File: config.mk
export PLATFORM = sky130hd
export DESIGN_NAME = trap_peak_trigger
export DESIGN_NICKNAME = d
export VERILOG_FILES = /design/src/rtl/trap_trig_pkg.sv /design/src/rtl/trap_boxcar.sv /design/src/rtl/trap_peak_detect.sv /design/src/rtl/trap_peak_trigger.sv
export SDC_FILE = /design/constraint.sdc
export NUM_CORES = 1
export LEC_CHECK = 0
export BUFFER_PORTS_ARGS = -buffer_cell sky130_fd_sc_hd__buf_4
export CORE_ASPECT_RATIO = 0.6
export CORE_UTILIZATION = 44
export CTS_CLUSTER_DIAMETER = 30
export DETAILED_ROUTE_END_ITERATION = 12
export GPL_TIMING_DRIVEN = 0
export SLEW_MARGIN = 20
export SYNTH_ARGS = -nofsm -noshare
export SYNTH_HDL_FRONTEND = slang
export SYNTH_SLANG_ARGS = --single-unit
File: constraint.sdc
create_clock -name clk_i -period 5.1 [get_ports clk_i]
set_clock_uncertainty 0.2 [all_clocks]
set_input_delay 0.51 -clock clk_i [delete_from_list [all_inputs] [get_ports clk_i]]
set_output_delay 0.51 -clock clk_i [all_outputs]
set_load 0.02 [all_outputs]
File: src/rtl/trap_trig_pkg.sv
package trap_trig_pkg;

    // Longer rectangle: sets the rise plus flat part of the trapezoid.
    function automatic int rect_long(input int total_len, input int flat_len);
        return (total_len + flat_len + 1) / 2;
    endfunction

    // Shorter rectangle: sets the ramp length of the trapezoid.
    function automatic int rect_short(input int total_len, input int flat_len);
        return (total_len - flat_len + 1) / 2;
    endfunction

endpackage

File: src/rtl/trap_boxcar.sv
module trap_boxcar #(
    parameter int IN_W  = 14,
    parameter int OUT_W = 20,
    parameter int LEN   = 8
) (
    input  logic                    clk_i,
    input  logic                    rst_ni,
    input  logic                    vld_i,
    input  logic signed [IN_W-1:0]  din_i,
    output logic                    vld_o,
    output logic signed [OUT_W-1:0] dout_o
);

    typedef struct packed {
        logic                    vld;
        logic signed [OUT_W-1:0] acc;
    } box_state_t;

    box_state_t st_d, st_q;
    logic signed [IN_W-1:0] tap_q [LEN];

    // Delay line: the sample leaving the window appears at the last tap.
    for (genvar i = 0; i < LEN; i++) begin : g_tap
        if (i == 0) begin : g_head
            always_ff @(posedge clk_i) begin
                if (!rst_ni)    tap_q[i] <= '0;
                else if (vld_i) tap_q[i] <= din_i;
            end
        end else begin : g_body
            always_ff @(posedge clk_i) begin
                if (!rst_ni)    tap_q[i] <= '0;
                else if (vld_i) tap_q[i] <= tap_q[i-1];
            end
        end
    end

    always_comb begin
        st_d     = st_q;
        st_d.vld = vld_i;
        if (vld_i) begin
            // Modular arithmetic: wrap in the running total cancels.
            st_d.acc = st_q.acc + OUT_W'(din_i) - OUT_W'(tap_q[LEN-1]);
        end
    end

    always_ff @(posedge clk_i) begin
        if (!rst_ni) st_q <= '0;
        else         st_q <= st_d;
    end

    assign vld_o  = st_q.vld;
    assign dout_o = st_q.acc;

endmodule

File: src/rtl/trap_peak_detect.sv
module trap_peak_detect #(
    parameter int W = 26
) (
    input  logic                clk_i,
    input  logic                rst_ni,
    input  logic                vld_i,
    input  logic signed [W-1:0] data_i,
    input  logic signed [W-1:0] thresh_i,
    output logic                event_o,
    output logic signed [W-1:0] peak_o
);

    typedef struct packed {
        logic                armed;
        logic                have_prev;
        logic signed [W-1:0] prev;
        logic                evt;
        logic signed [W-1:0] peak;
    } pk_state_t;

    pk_state_t st_d, st_q;
    logic      above;
    logic      fire;

    always_comb begin
        st_d     = st_q;
        st_d.evt = 1'b0;
        above    = st_q.have_prev && (st_q.prev > thresh_i);
        fire     = vld_i && st_q.armed && above && (data_i <= st_q.prev);
        if (vld_i) begin
            if (fire) begin
                st_d.evt  = 1'b1;
                st_d.peak = st_q.prev;
            end
            // Falling to or below threshold re-arms; firing disarms.
            if (data_i <= thresh_i) st_d.armed = 1'b1;
            else if (fire)          st_d.armed = 1'b0;
            st_d.prev      = data_i;
            st_d.have_prev = 1'b1;
        end
    end

    always_ff @(posedge clk_i) begin
        if (!rst_ni) begin
            st_q       <= '0;
            st_q.armed <= 1'b1;
        end else begin
            st_q <= st_d;
        end
    end

    assign event_o = st_q.evt;
    assign peak_o  = st_q.peak;

endmodule

File: src/rtl/trap_peak_trigger.sv
module trap_peak_trigger #(
    parameter int DATA_W    = 14,
    parameter int TRAP_LEN  = 12,
    parameter int TRAP_FLAT = 4,
    parameter int MAX_DEPTH = 64,
    localparam int GROW  = $clog2(MAX_DEPTH),
    localparam int SUM_W = DATA_W + 2 * GROW
) (
    input  logic                    clk_i,
    input  logic                    rst_ni,
    input  logic                    valid_i,
    input  logic signed [DATA_W-1:0] sample_i,
    input  logic signed [SUM_W-1:0] thresh_i,
    output logic                    event_o,
    output logic signed [SUM_W-1:0] peak_o
);

    localparam int LEN_A = trap_trig_pkg::rect_long(TRAP_LEN, TRAP_FLAT);
    localparam int LEN_B = trap_trig_pkg::rect_short(TRAP_LEN, TRAP_FLAT);
    localparam int MID_W = DATA_W + GROW;

    logic                    mid_vld;
    logic signed [MID_W-1:0] mid_data;
    logic                    filt_vld;
    logic signed [SUM_W-1:0] filt_data;

    trap_boxcar #(.IN_W(DATA_W), .OUT_W(MID_W), .LEN(LEN_A)) u_box_long (
        .clk_i  (clk_i),
        .rst_ni (rst_ni),
        .vld_i  (valid_i),
        .din_i  (sample_i),
        .vld_o  (mid_vld),
        .dout_o (mid_data)
    );

    trap_boxcar #(.IN_W(MID_W), .OUT_W(SUM_W), .LEN(LEN_B)) u_box_short (
        .clk_i  (clk_i),
        .rst_ni (rst_ni),
        .vld_i  (mid_vld),
        .din_i  (mid_data),
        .vld_o  (filt_vld),
        .dout_o (filt_data)
    );

    trap_peak_detect #(.W(SUM_W)) u_peak (
        .clk_i    (clk_i),
        .rst_ni   (rst_ni),
        .vld_i    (filt_vld),
        .data_i   (filt_data),
        .thresh_i (thresh_i),
        .event_o  (event_o),
        .peak_o   (peak_o)
    );

endmodule

==> Implementation_results.wiki, run 1 <==
{| class="wikitable"
! Metric !! Value
|-
| Main synth FF type || edfxtp_1
|-
| Critical path data required time || 5.41 ns
|-
| Met1 Usage GRT || 0.3818
|-
| Total clock sinks || around 300
|-
| Fraction of layout instances using a drive strength above 1 || 0.1102
|-
| Mean routed wirelength per cell || ~19 µm
|-
| Largest family of logic cells by synthesized area || simple AND/OR/NAND/NOR gates
|-
| Total wire length after detailed routing || around 42 mm
|-
| Pin count of the biggest net entering global routing || 62
|-
| Effective utilization at floorplan || 0.4483
|-
| Endpoint of the worst hold-timing path || u_box_long.tap_q[0][11]
|-
| Nature of the critical path startpoint || flop
|-
| Endpoints failing hold || 0
|-
| Most used routing layer in global routing || met1
|-
| Critical path depth || 12
|-
| Hold path startpoint || sample_i[11]
|-
| Max clock buf depth || 3
|-
| Num CTS Buffers || 49
|-
| Inst Count DP || between 2000 and 2500
|-
| Data arrival time of the critical path || between 4 and 5 ns
|-
| Synthesized instance count || 1564
|-
| Share of the clock period used by the worst path after layout || 0.7923
|-
| Root buffer cell || clkbuf_16
|-
| Number of antenna violations at the first check in global routing || 1
|-
| Count of TritonRoute iterations in the first routing pass || 5
|-
| Global-route wire length before repair || 64.65 mm
|-
| Register bit total from synthesis || 295
|-
| Final critical path time including I/O delays and setup || 4.041 ns
|-
| CORE AREA || roughly 36000 µm²
|-
| Met2 layer usage reported by global route || 0.2765
|-
| Congestion Overflow GR || 0
|-
| Die H || between 150 and 200 µm
|-
| Buffers and inverters on the worst path || 2
|-
| Total of hold buffers inserted after clock tree synthesis || 0
|-
| Setup slack of the worst register-to-register path || ~1.1 ns
|-
| Cell family with the largest share of critical-path delay || simple AND/OR/NAND/NOR gates
|-
| Area overhead of the layout relative to synthesis || 17.68%
|-
| Number of inserted diodes || 0
|-
| Area share of xor/xnor cells in the synthesized design || 0.01073
|-
| Netlist area before placement || around 16000 µm²
|-
| Clock-pin transition on the worst setup and hold timing paths || around 0.060 ns
|-
| Highest achievable clock rate || approximately 250 MHz
|-
| Launch instance of the worst register-to-register path || u_box_short.dout_o[2]
|-
| Synthesized Nets || 1777
|-
| Number of nets at the end of the flow || 1898
|-
| Worst vdd rail ir drop || around 0.00035 V
|-
| Average vias per placed instance || between 5 and 6
|-
| Worst Max-Slew Pin Slew || between 0.8 and 0.9 ns
|-
| Number of synthesized flops with an enable pin || between 150 and 200
|-
| Compound-cell area share of the yosys netlist || 0.08990
|-
| Worst flop-to-flop path endpoint || u_box_short.dout_o[24]
|-
| Area fraction of the dominant cell type after synthesis || 0.3532
|-
| Cell types occupying the most area after synthesis || edfxtp_1, dfxtp_1, ha_1
|-
| Number of remaining DRC errors || 0
|-
| Adder and majority gate portion of the synthesized area || 0.1505
|-
| Post-CTS Resized || 0
|-
| Via count of the first global-routing pass || approximately 11000
|-
| Die W || roughly 250 µm
|-
| Number of rows created at floorplan || 54
|-
| Mux contribution to synthesized area || 0.03924
|-
| Clock tree from TritonCTS || built
|-
| Class of the worst hold path || primary input to flop
|-
| Type of the worst setup path || flop to flop
|-
| Die ar. || 37900 µm²
|-
| Max_slew headroom || 0.4193
|-
| Routing usage on met3 || 0.05241
|-
| Number of warning messages in the yosys log || 0
|-
| Max_cap viols || 0
|-
| Final-layout worst hold slack || about 0.17 ns
|-
| Pwr per Cell Area || between 500 and 600 nW/µm²
|-
| Biggest area consumer among synthesized cells || edfxtp_1
|-
| Total setup violations reported at the end of the flow || 0
|-
| Area taken by flip-flops and latches || approximately 7800 µm²
|-
| Share of synthesized cell area in and, or, nand and nor gates || 0.1520
|-
| Skew-Pair Late Insertion Delay || between 0.5 and 0.6 ns
|-
| CP Capture Type || flop
|-
| Total of fill cells in the finished design || roughly 3200
|-
| H-tree levels || 2
|-
| Unrepaired setup endpoints after global routing || no
|-
| Ordered cell list for the critical path || inv_1 -> fa_1 -> inv_1 -> ha_1 -> nor2b_4 -> o31a_1 -> o31a_1 -> or4_4 -> a211oi_4 -> nor3_2 -> or4_1 -> nand3_1
|-
| Boundary Pins || 70
|-
| Crit-path max cell delay || between 0.5 and 0.6 ns
|-
| Depth of the worst hold-timing path || 3
|-
| Status || finished, final reports clean
|-
| Max FO, Critical Path || 5
|-
| Dpl hpwl || approximately 32 mm
|-
| Leakage || between 8 and 9 nW
|-
| Post-synth ARST share || 0
|-
| Number of distinct standard cells referenced by the synthesized netlist || between 60 and 70
|-
| PortBufs || slightly below 70
|-
| Critical-path top delay cell || or4_4
|-
| Count of nets left with antenna violations after detail routing || 0
|-
| Post CTS Setup Buffer Count || 0
|-
| Path depth of the worst reg2reg path || 12
|-
| Via count || ~12000
|-
| Proportion of synthesized chip area in sequential cells || 0.4795
|-
| Overall fraction of global-route tracks in use || 0.2259
|-
| Average instance area after synthesis || roughly 10 µm²
|-
| Multi-input combinational cell area || roughly 7200 µm²
|-
| Drt initial violations || about 1300
|-
| Routability-driven placement congestion ratio || between 0.8 and 0.9
|-
| Number of standard cells in the final layout excluding fillers || 2200
|-
| Number of pins exceeding their max-slew limit in the final report || 0
|}
==> cells by family after synthesis <==
logic type / count (synthesis)
AND/OR/NAND/NOR: 477
adder cells (fa/ha/maj): 170
buffers and inverters: 313
flip-flops: 295
AO/OA/AOI/OAI: 225
XOR/XNOR: 20
multiplexers: 64
==> sequential cells by signal, indices dropped and copies added, names as in the netlist <==
name	cells
u_peak.peak_o	26
u_peak.event_o	1
u_box_long.vld_o	1
u_peak.st_q	28
u_box_short.dout_o	26
u_box_short.vld_o	1
u_box_long.tap_q	112
u_box_short.tap_q	80
u_box_long.dout_o	20
==> tightest hold or removal path, delay by kind of cell <==
kind / cells / cell delay (ns)
buffers and inverters: 2 / 0.18
and+or+nand+nor: 1 / 0.13
==> stage by stage <==
step	utilization	setup TNS (ns)	setup WS [ns]	area, µm²	total power, mW
5_1_grt	0.5276	0	0.8559	19210	11.00
3_5_place_dp	0.4804	0	0.9086	17490	6.856
4_1_cts	0.5276	0	1.090	19210	10.32
6_report	0.5276	0	1.059	19210	10.34
3_3_place_gp	0.4787	-66.04	-0.7336	17430	6.781
2_1_floorplan	-	0	0.9962	16330	5.854
==> per-layer routing <==
metal,share of wire,vias up
li1,-,5715
met1,0.55,5778
met2,0.35,393
met3,0.089,44
met4,0.012,2
met5,0.00028,-
==> final cells by class <==
cell class,instances,share of cell area
Tap cell,476,0.03100
Clock buffer,62,0.07294
Inverter,221,0.04357
Clock inverter,28,0.01648
Sequential cell,295,0.4074
Timing Repair Buffer,70,0.02944
Buffer,92,0.02325
Multi-Input combinational cell,956,0.3759
==> Yosys cell counts (16+ instances only) <==
cell and number:
buf_4 26, a21o_1 24, clkbuf_1 55, edfxtp_1 192
o21ai_0 50, ha_1 126, inv_1 221, mux2i_1 64
and3_1 161, nand2_1 91, dfxtp_1 103, nor3_1 20
nand4_1 23, nor2_1 114, a21oi_1 57, a211oi_1 16
fa_1 44
==> report_power, final <==
| part | switching (mW) | internal (mW) |
|---|---|---|
| clock network | 1.20 | 2.21 |
| registers | 0.210 | 2.79 |
| logic | 2.38 | 1.55 |
| total | 3.79 | 6.55 |
==> worst max path at each step <==
stage                                     start                endpoint  slack (ns)
after floorplan                         valid_i   u_box_long.dout_o[14]         1.0
after global placement                  valid_i   u_box_long.dout_o[14]       -0.73
after detailed placement            sample_i[1]   u_box_long.dout_o[19]        0.91
after CTS                 u_box_short.dout_o[2]  u_box_short.dout_o[24]        1.09
after global routing       u_box_long.dout_o[1]   u_box_long.dout_o[19]        0.86
final                     u_box_short.dout_o[2]  u_box_short.dout_o[24]        1.06
==> placed cells by master (no fill, tap or decap), types with 20 or more instances in the layout <==
cell       instances
a21o_1            24
mux2i_1           64
o21ai_0           50
a21oi_1           57
dfxtp_1          103
nor2_1           114
edfxtp_1         192
clkbuf_1          61
ha_1             126
nand4_1           23
and3_1           161
clkbuf_16         54
nand2_1           91
nor3_1            20
inv_1            219
buf_4             94
fa_1              44
Note: power is estimated with default switching activity, not from simulation.
==> inputs of run 2 (changes only) <==
--- a/config.mk
+++ b/config.mk
@@ -5,6 +5,7 @@
 export SDC_FILE = /design/constraint.sdc
 export NUM_CORES = 1
 export LEC_CHECK = 0
+export ABC_AREA = 1
 export BUFFER_PORTS_ARGS = -buffer_cell sky130_fd_sc_hd__buf_4
 export CORE_ASPECT_RATIO = 0.6
 export CORE_UTILIZATION = 44
==> constraint.sdc (replaced) <==
create_clock -name clk_i -period 3.6 [get_ports clk_i]
set_clock_uncertainty 0.2 [all_clocks]
set_input_delay 0.36 -clock clk_i [delete_from_list [all_inputs] [get_ports clk_i]]
set_output_delay 0.36 -clock clk_i [all_outputs]
set_load 0.02 [all_outputs]
==> run 2 against run 1 <==
Against the previous run: flip-flop and latch count is the same; count of clock-buffer cells in the layout up 5; clock power grew 49%; critical endpoint unchanged; largest cell class unchanged; highest routed layer unchanged.
==> Implementation_results.wiki, run 2 <==
{| class="wikitable"
! Metric !! Value
|-
| Dpl hpwl || approximately 34 mm
|-
| Skew-Pair Late Insertion Delay || roughly 0.58 ns
|-
| Number of inserted diodes || 0
|-
| Post-synth ARST share || 0
|-
| Die W || 253.5 µm
|-
| Die ar. || approximately 39000 µm²
|-
| Max_cap viols || 0
|-
| Class of the worst hold path || primary input to flop
|-
| Critical path data required time || roughly 3.8 ns
|-
| Count of TritonRoute iterations in the first routing pass || 6
|-
| Total setup violations reported at the end of the flow || 0
|-
| Final critical path time including I/O delays and setup || 3.587 ns
|-
| Via count || between 10000 and 15000
|-
| Num CTS Buffers || slightly above 50
|-
| Fraction of layout instances using a drive strength above 1 || 0.09537
|-
| Final-layout worst hold slack || 0.1659 ns
|-
| Synthesized Nets || approximately 2200
|-
| Mean routed wirelength per cell || about 17 µm
|-
| Biggest area consumer among synthesized cells || edfxtp_1
|-
| CORE AREA || between 30000 and 40000 µm²
|-
| Effective utilization at floorplan || 0.4536
|-
| Length of routed met3 wiring || about 3.8 mm
|-
| Congestion Overflow GR || 0
|-
| Drt initial violations || roughly 1100
|-
| Area fraction of the dominant cell type after synthesis || 0.3452
|-
| Cell types occupying the most area after synthesis || edfxtp_1, dfxtp_1, inv_1
|-
| Synthesized instance count || around 2000
|-
| Post-detailed-placement cell area || approximately 18000 µm²
|-
| Clock tree from TritonCTS || built
|-
| Max FO, Critical Path || 5
|-
| Global-route wire length before repair || between 60 and 70 mm
|-
| Clock-pin transition on the worst setup and hold timing paths || approximately 0.060 ns
|-
| Largest registers ranked by flip-flop count || u_box_long.tap_q x112, u_box_short.tap_q x80, u_peak.st_q x28
|-
| Data arrival time of the critical path || approximately 3.8 ns
|-
| Die H || about 150 µm
|-
| Share of the clock period used by the worst path after layout || 0.9965
|-
| Top library cells by usage in the layout, fill and taps aside || inv_1, nor2_1, nand2_1
|-
| Number of distinct standard cells referenced by the synthesized netlist || 37
|-
| Average instance area after synthesis || about 8.5 µm²
|-
| Total met2 wirelength after detailed routing || between 10 and 15 mm
|-
| Max_slew headroom || 0.4654
|-
| Routability-driven placement congestion ratio || between 0.9 and 1
|-
| Total wire length after detailed routing || roughly 44 mm
|-
| Area overhead of the layout relative to synthesis || 19.04%
|-
| Unrepaired setup endpoints after global routing || yes
|-
| Fin area || approximately 20000 µm²
|-
| Most frequent cell after synthesis || inv_1
|-
| PortBufs || between 60 and 70
|-
| Worst Max-Slew Pin Slew || ~0.8 ns
|-
| Top routing layer in use || met5
|-
| Endpoints failing hold || 0
|-
| Leakage || between 9 and 10 nW
|-
| DRT met1 WL || 24.43 mm
|-
| CP Capture Type || flop
|-
| Netlist area before placement || 16700 µm²
|-
| Number of remaining DRC errors || 0
|-
| Pin count of the biggest net entering global routing || 90
|-
| Tot Pwr || roughly 17 mW
|-
| Number of nets at the end of the flow || 2310
|-
| Status || finished, final reports clean
|-
| Critical-path top delay cell || o21ai_2
|-
| Max clock buf depth || 3
|-
| Nature of the critical path startpoint || flop
|-
| Highest achievable clock rate || 278.8 MHz
|-
| Post CTS Setup Buffer Count || 0
|-
| Average vias per placed instance || approximately 5.0
|-
| H-tree levels || 2
|-
| Most frequent standard cell in the layout excluding fill and tap cells || inv_1
|-
| Number of warning messages in the yosys log || 0
|-
| Proportion of synthesized chip area in sequential cells || 0.4687
|-
| Number of antenna violations at the first check in global routing || 0
|-
| Crit-path max cell delay || roughly 0.45 ns
|-
| Number of rows created at floorplan || 54
|-
| Root buffer cell || clkbuf_16
|-
| Number of pins exceeding their max-slew limit in the final report || 0
|-
| Ordered cell list for the critical path || inv_1 -> ha_1 -> inv_1 -> ha_1 -> inv_1 -> fa_1 -> inv_1 -> nand3_1 -> nand2_1 -> a21boi_0 -> o21ai_2 -> nand2_1 -> nand3_1 -> nand2_1 -> nand2_1 -> o22ai_1
|-
| Worst vdd rail ir drop || slightly above 0.0004 V
|-
| Count of nets left with antenna violations after detail routing || 0
|-
| Total clock sinks || ~300
|-
| Flip-flop count of the largest register after layout || approximately 110
|-
| Overall fraction of global-route tracks in use || 0.2303
|-
| Register bit total from synthesis || about 300
|-
| Main synth FF type || edfxtp_1
|-
| Boundary Pins || 70
|-
| Via count of the first global-routing pass || approximately 12000
|-
| Type of the worst setup path || flop to flop
|-
| Most used standard cells in the synthesized netlist || inv_1, nor2_1, nand2_1
|-
| Number of synthesized flops with an enable pin || 192
|-
| Pwr per Cell Area || around 850 nW/µm²
|-
| Top register by number of flip-flops || u_box_long.tap_q
|}
## run 2: cell count changes after synthesis, sizes merged, moves of 14 or more
cell | previous run | this run
inv | 221 | 439
nor2 | 114 | 321
and3 | 161 | 0
nand2 | 91 | 245
a21oi | 57 | 146
mux2i | 64 | 0
o21ai | 50 | 111
nand3 | 15 | 73
clkbuf | 55 | 38
a211oi | 17 | 3
## run 2: worst max-delay path: cells and delay by family, from the launching register on
kind                     cells  cell delay [ns]
buffers and inverters        4             0.43
adder cells (fa/ha/maj)      3             0.85
flip-flops                   1             0.29
AO/OA/AOI/OAI                3             0.77
AND/OR/NAND/NOR              6             0.90
## run 2: per-layer routing
layer | global-route usage | vias to the layer above
met5 | 0 | -
met4 | 0.04185 | 2
met3 | 0.07119 | 49
met2 | 0.2723 | 387
met1 | 0.3904 | 6191
li1 | - | 6491
## run 2: repair_timing
item                                   4_1_cts  5_1_grt
setup endpoints to repair                    3        6
cloned                                       0        0
pin swaps                                    0        0
hold buffers                                15        0
gates resized for setup                      1        4
endpoints found under the hold margin       19        0
## run 2: cells by family after synthesis
family	Yosys count	synth area share
buf+inv	515	0.1240
xor+xnor	4	0.002098
fa+ha+maj	170	0.1471
compound gates	306	0.09792
simple gates	669	0.1602
flops	295	0.4687
## run 2: path summary, 6_finish.rpt
kind	slack (ns)	from	cells after the start	end
min	0.17	sample_i[13]	3	u_box_long.tap_q[0][13]
min reg2reg	0.26	u_peak.st_q[54]	2	u_peak.st_q[54]
max	0.01	u_box_short.dout_o[0]	16	u_box_short.dout_o[24]
max reg2reg	0.01	u_box_short.dout_o[0]	16	u_box_short.dout_o[24]
## run 2: power by group
group	leakage [nW]	internal, mW	total, mW	switching [mW]
sequential	2.94	3.99	4.20	0.210
combinational	5.47	2.23	7.71	5.48
clock	0.875	3.28	5.07	1.79
## run 2: metrics by stage
stage | std cells | utilization | worst slack, ns | setup TNS, ns
after global routing | 2643 | 0.5399 | -0.08215 | -0.08215
after detailed placement | 2533 | 0.4860 | -0.2385 | -0.3688
after floorplan | 1959 | - | 0.7507 | 0
final | 2643 | 0.5399 | 0.01273 | 0
after global placement | 2532 | 0.4848 | -0.4383 | -50.03
after CTS | 2643 | 0.5395 | 0.01685 | 0
## run 2: final cells by class
class,count,area (µm²)
fillers,3389,16940
flip-flops and latches,295,7828
multi-input cells,1149,6818
inverters,439,1648
clock buffers,67,1448
repair buffers,85,695.7
well taps,504,630.6
plain buffers,76,442.9
clock inverters,28,370.4
